## src/rtl/dgs_pkg.sv

```systemverilog
package dgs_pkg;
  typedef enum logic [1:0] {
    CLS_SIMPLE  = 2'd0,
    CLS_COMPLEX = 2'd1,
    CLS_MCODE   = 2'd2,
    CLS_RSVD    = 2'd3
  } ins_class_e;
endpackage

```

## src/rtl/dgs_slot_class.sv

```systemverilog
module dgs_slot_class
  import dgs_pkg::*;
#(
  parameter int CNT_W    = 3,
  parameter int CPLX_MAX = 4
) (
  input  logic             valid_i,
  input  ins_class_e       cls_i,
  input  logic [CNT_W-1:0] cnt_i,
  output logic             simple_o,
  output logic             cplx_o,
  output logic             mcode_o,
  output logic [CNT_W-1:0] uops_o
);
  logic cplx_fit;

  always_comb begin
    cplx_fit = (cls_i == CLS_COMPLEX) && (cnt_i != '0) && (int'(cnt_i) <= CPLX_MAX);
    simple_o = valid_i && (cls_i == CLS_SIMPLE);
    cplx_o   = valid_i && cplx_fit;
    mcode_o  = valid_i && (cls_i != CLS_SIMPLE) && !cplx_fit;
    if (simple_o)    uops_o = CNT_W'(1);
    else if (cplx_o) uops_o = cnt_i;
    else             uops_o = '0;
  end
endmodule

```

## src/rtl/dgs_group_form.sv

```systemverilog
module dgs_group_form #(
  parameter int SLOTS = 4,
  parameter int CNT_W = 3,
  parameter int SUM_W = 3,
  parameter int CONS_W = 3
) (
  input  logic                        en_i,
  input  logic [SLOTS-1:0]            simple_i,
  input  logic [SLOTS-1:0]            cplx_i,
  input  logic [SLOTS-1:0]            mcode_i,
  input  logic [SLOTS-1:0][CNT_W-1:0] uops_i,
  output logic [SLOTS-1:0]            accept_o,
  output logic [CONS_W-1:0]           consumed_o,
  output logic [SUM_W-1:0]            uop_total_o,
  output logic                        mcode_take_o
);
  logic [SLOTS-1:0] run;

  // head slot takes any class; followers chain only on simple
  assign run[0] = en_i && (simple_i[0] || cplx_i[0] || mcode_i[0]);

  for (genvar k = 1; k < SLOTS; k++) begin : g_chain
    assign run[k] = run[k-1] && simple_i[k] && !mcode_i[0];
  end

  always_comb begin
    uop_total_o = '0;
    for (int k = 0; k < SLOTS; k++)
      if (run[k]) uop_total_o = uop_total_o + SUM_W'(uops_i[k]);
  end

  assign accept_o     = run;
  assign consumed_o   = CONS_W'($countones(run));
  assign mcode_take_o = en_i && mcode_i[0];
endmodule

```

## src/rtl/dgs_ucode_ctl.sv

```systemverilog
module dgs_ucode_ctl (
  input  logic clk_i,
  input  logic rst_ni,
  input  logic take_i,
  input  logic done_i,
  output logic busy_o
);
  logic busy_q, busy_d;

  always_comb begin
    busy_d = busy_q;
    if (!busy_q && take_i) busy_d = 1'b1;
    else if (busy_q && done_i) busy_d = 1'b0;
  end

  always_ff @(posedge clk_i or negedge rst_ni) begin
    if (!rst_ni) busy_q <= 1'b0;
    else         busy_q <= busy_d;
  end

  assign busy_o = busy_q;
endmodule

```

## src/rtl/dec_group_steer.sv

```systemverilog
module dec_group_steer
  import dgs_pkg::*;
#(
  parameter int SLOTS    = 4,
  parameter int CNT_W    = 3,
  parameter int CPLX_MAX = 4,
  localparam int SUM_W   = $clog2(CPLX_MAX + SLOTS),
  localparam int CONS_W  = $clog2(SLOTS + 1)
) (
  input  logic                        clk_i,
  input  logic                        rst_ni,
  input  logic [SLOTS-1:0]            slot_valid_i,
  input  logic [SLOTS-1:0][1:0]       slot_class_i,
  input  logic [SLOTS-1:0][CNT_W-1:0] slot_ucnt_i,
  input  logic                        ucode_done_i,
  output logic [SLOTS-1:0]            accept_o,
  output logic [CONS_W-1:0]           consumed_o,
  output logic [SUM_W-1:0]            uop_total_o,
  output logic                        ucode_req_o,
  output logic                        stall_o
);
  logic [SLOTS-1:0]            simple, cplx, mcode;
  logic [SLOTS-1:0][CNT_W-1:0] uops;
  logic                        busy, take;

  for (genvar k = 0; k < SLOTS; k++) begin : g_slot
    dgs_slot_class #(.CNT_W(CNT_W), .CPLX_MAX(CPLX_MAX)) u_cls (
      .valid_i  (slot_valid_i[k]),
      .cls_i    (ins_class_e'(slot_class_i[k])),
      .cnt_i    (slot_ucnt_i[k]),
      .simple_o (simple[k]),
      .cplx_o   (cplx[k]),
      .mcode_o  (mcode[k]),
      .uops_o   (uops[k])
    );
  end

  dgs_group_form #(.SLOTS(SLOTS), .CNT_W(CNT_W), .SUM_W(SUM_W), .CONS_W(CONS_W)) u_form (
    .en_i         (!busy),
    .simple_i     (simple),
    .cplx_i       (cplx),
    .mcode_i      (mcode),
    .uops_i       (uops),
    .accept_o     (accept_o),
    .consumed_o   (consumed_o),
    .uop_total_o  (uop_total_o),
    .mcode_take_o (take)
  );

  dgs_ucode_ctl u_ctl (
    .clk_i  (clk_i),
    .rst_ni (rst_ni),
    .take_i (take),
    .done_i (ucode_done_i),
    .busy_o (busy)
  );

  assign ucode_req_o = take;
  assign stall_o     = busy;
endmodule

```

## config.mk

```make
export PLATFORM = sky130hd
export DESIGN_NAME = dec_group_steer
export DESIGN_NICKNAME = d
export VERILOG_FILES = /design/src/rtl/dgs_pkg.sv /design/src/rtl/dgs_slot_class.sv /design/src/rtl/dgs_group_form.sv /design/src/rtl/dgs_ucode_ctl.sv /design/src/rtl/dec_group_steer.sv
export SDC_FILE = /design/constraint.sdc
export NUM_CORES = 1
export LEC_CHECK = 0
export ABC_CLOCK_PERIOD_IN_PS = 4550
export BUFFER_PORTS_ARGS = -buffer_cell sky130_fd_sc_hd__buf_2
export CAP_MARGIN = 40
export CORE_MARGIN = 2
export CORE_UTILIZATION = 41
export DETAILED_ROUTE_END_ITERATION = 10
export HOLD_SLACK_MARGIN = 0.02
export PLACE_DENSITY = 0.77
export SYNTH_ARGS = -nofsm -noshare
export SYNTH_HDL_FRONTEND = slang
export SYNTH_SLANG_ARGS = --single-unit
```

## constraint.sdc

```tcl
create_clock -name clk_i -period 4.55 [get_ports clk_i]
set_input_delay 0.455 -clock clk_i [delete_from_list [all_inputs] [get_ports clk_i]]
set_output_delay 0.455 -clock clk_i [all_outputs]
set_load 0.05 [all_outputs]
```

==> flow_summary.yaml <==
drt:
  vias: 650
  route.detailed.drc: 0
  antenna_left: 0
  routedWlPerCell_um: 10.7
  drtIter0Drc: 7
  drtPass1Iterations: 3
  routed_wl_um: 1350
  viasPerCell: 5.16
placement:
  dp_hpwl_um: 1270
  port_buffers: 38
  dpl-instance-area_um2: 823
  gp_congestion: 0.827
sta:
  slew-limit-headroom: 0.740
  finClkSkew_ns: 0
  drv_slew: 0
  min_period_over_period: 0.956
  tightest_slew_ns: 0.388
  min_period_ns: 4.35
  finalHoldViolCount: 0
  setup-tns-final_ns: 0
  setup-violations-final: 0
  fin_hold_ws_ns: 0.231
  grt_setup_unrepaired: "false"
  fmax_mhz: 230
synth:
  synthTopCellsByArea: "fa_1, ha_1, nand2b_1, a21oi_1, and4bb_2"
  syn_avg_cell_area_um2: 8.15
  ys_types: 36
  synthMuxAreaShare: 0.0362
  yosys.area_share.adder: 0.264
  synth_fp_nets: 109
  synth-edff-count: 0
  synth-simple-area-share: 0.409
  ys_warn_count: 0
  ys_async_sr_fraction: 1.00
  synth.top_cell.area_share: 0.136
  synth_top_family_by_area: "simple AND/OR/NAND/NOR gates"
  yosysSeqAreaShare: 0.0426
  synth-seq-cells: 1
  syn_inst: 72
  synth_xor_area_frac: 0.0299
  syn_area_um2: 587
  yosys_most_used_dff: "dfrtp_1"
  synth_compound_area_frac: 0.190
  synth_top_cell_by_area: "fa_1"
cells_and_area:
  multi_input_area_um2: 579
  final_cell_area_um2: 845
  nets: 150
  final_common_cell: "buf_2"
  layout_common_cells: "buf_2, nand2b_1, nor2_1, nand2_1, ha_1"
  n_antenna_cell: 0
  nFillCells: 122
  drive_gt1_frac: 0.468
  utilization: 0.641
  areaGrowthSynthToFinish_pct: 43.9
  seq_area_um2: 26.3
  largest_register_ffs: 1
worst_setup_path:
  reg2reg_to: "u_ctl.busy_o"
  worstPathCellList: "buf_2 -> nor2b_4 -> nand2b_4 -> and4bb_2 -> fa_1 -> a21boi_1 -> fa_1 -> and2_1 -> o21ai_1 -> fa_1 -> and4bb_2 -> xnor2_2 -> a21oi_1 -> nand3b_4 -> xor2_4 -> buf_6"
  worstPathRequired_ns: 4.09
  cp-end-kind: "primary output"
  r2r_slack_ns: 3.59
  startpoint_type: "primary input"
  critPathMostFrequentCell: "fa_1"
  crit_fanout: 3
  critPathArrivalTime_ns: 3.90
  criticalPathCategory: "in -> out"
  slowest_delay_ns: 0.59
  worst_path_max_delay_cell: "fa_1"
  r2r_start: "u_ctl.busy_o"
  r2r_cells: 4
global_routing:
  antenna_found_initial: 0
  grt_pass1_wl_um: 2240
  grt_pass1_vias: 583
  grt_overflow: 0
  grt_use_total: 0.154
  grt_max_degree: 9
die:
  die-area_um2: 1750
  fp.dieH_um: 41.8
  core_area_um2: 1320
  die_w_um: 41.8
  io_pins: 39
  initial_core_util: 0.445
  rows: 13
clocking:
  path_clk_slew_ns: 0
  cts_hold_buf: 0
  clk_latency_ns: 0
outcome:
  status: "finished clean"
pwr:
  power_leakage_nw: 0.471
  power.density_nw_per_um2: 92.1
  vdd_drop_max_mv: 0.0939
  power_mw: 0.0778
hold_path:
  min_path_type: "in -> async"
flow_run:
  max_cap_violations: 0
## per-stage QoR
stage	std cells	setup WS, ns
after floorplan	72	0.0229
after global placement	126	0.129
after detailed placement	126	0.0138
after CTS	126	0.0146
after global routing	126	0.0249
final	126	0.199
## worst max path at each step
stage | start | end | slack (ns) | cells after the start
2_1_floorplan | u_ctl.busy_o | uop_total_o[2] | 0.02 | 17
3_3_place_gp | slot_valid_i[0] | uop_total_o[2] | 0.13 | 16
3_5_place_dp | slot_valid_i[0] | uop_total_o[2] | 0.01 | 16
4_1_cts | slot_valid_i[0] | uop_total_o[2] | 0.01 | 16
5_1_grt | slot_ucnt_i[1] | uop_total_o[2] | 0.02 | 19
6_report | slot_valid_i[0] | uop_total_o[2] | 0.20 | 16
## what timing repair did
| action | in CTS | in global routing |
|---|---|---|
| resized for setup | 0 | 5 |
| setup buffers | 0 | 0 |
| setup endpoints to repair | 0 | 1 |
## worst max-delay path: cells and delay by family
family          cells  cell delay [ns]
xor+xnor            2             0.29
simple gates        6             1.00
buf+inv             2             0.26
fa+ha+maj           3             1.56
compound gates      3             0.32
## synth_stat cells, types with 2 or more instances
library cell	count
ha_1	6
o21ai_0	2
o21ai_1	4
a21oi_1	5
or3_1	2
nand2b_1	7
fa_1	4
and4bb_2	2
inv_1	2
nor2_1	6
nand2_1	6
a21boi_1	2
## report_power, final
| part | total [mW] | switching (mW) | internal (mW) |
|---|---|---|---|
| registers | 0.0120 | 0.00142 | 0.0106 |
| logic | 0.0658 | 0.0395 | 0.0262 |
| clock network | 0 | 0 | 0 |
## cell type report
class	count	area share
multi-input cells	68	0.686
repair buffers	39	0.241
flip-flops and latches	1	0.0311
well taps	15	0.0222
inverters	3	0.0193
## kinds of logic after synthesis
kind of cell	Yosys count
compound gates	18
xor+xnor	2
fa+ha+maj	10
buf+inv	3
flops	1
mux	2
simple gates	36
## layer usage
layer  wire (um)  global-route usage  up-vias
met5           0                   0        -
met4          21              0.0194        0
met3         103             0.00870        2
met2         684               0.309       30
met1         542               0.179      279
li1            -                   -      339
No activity file was read; power rests on OpenSTA's default activity.
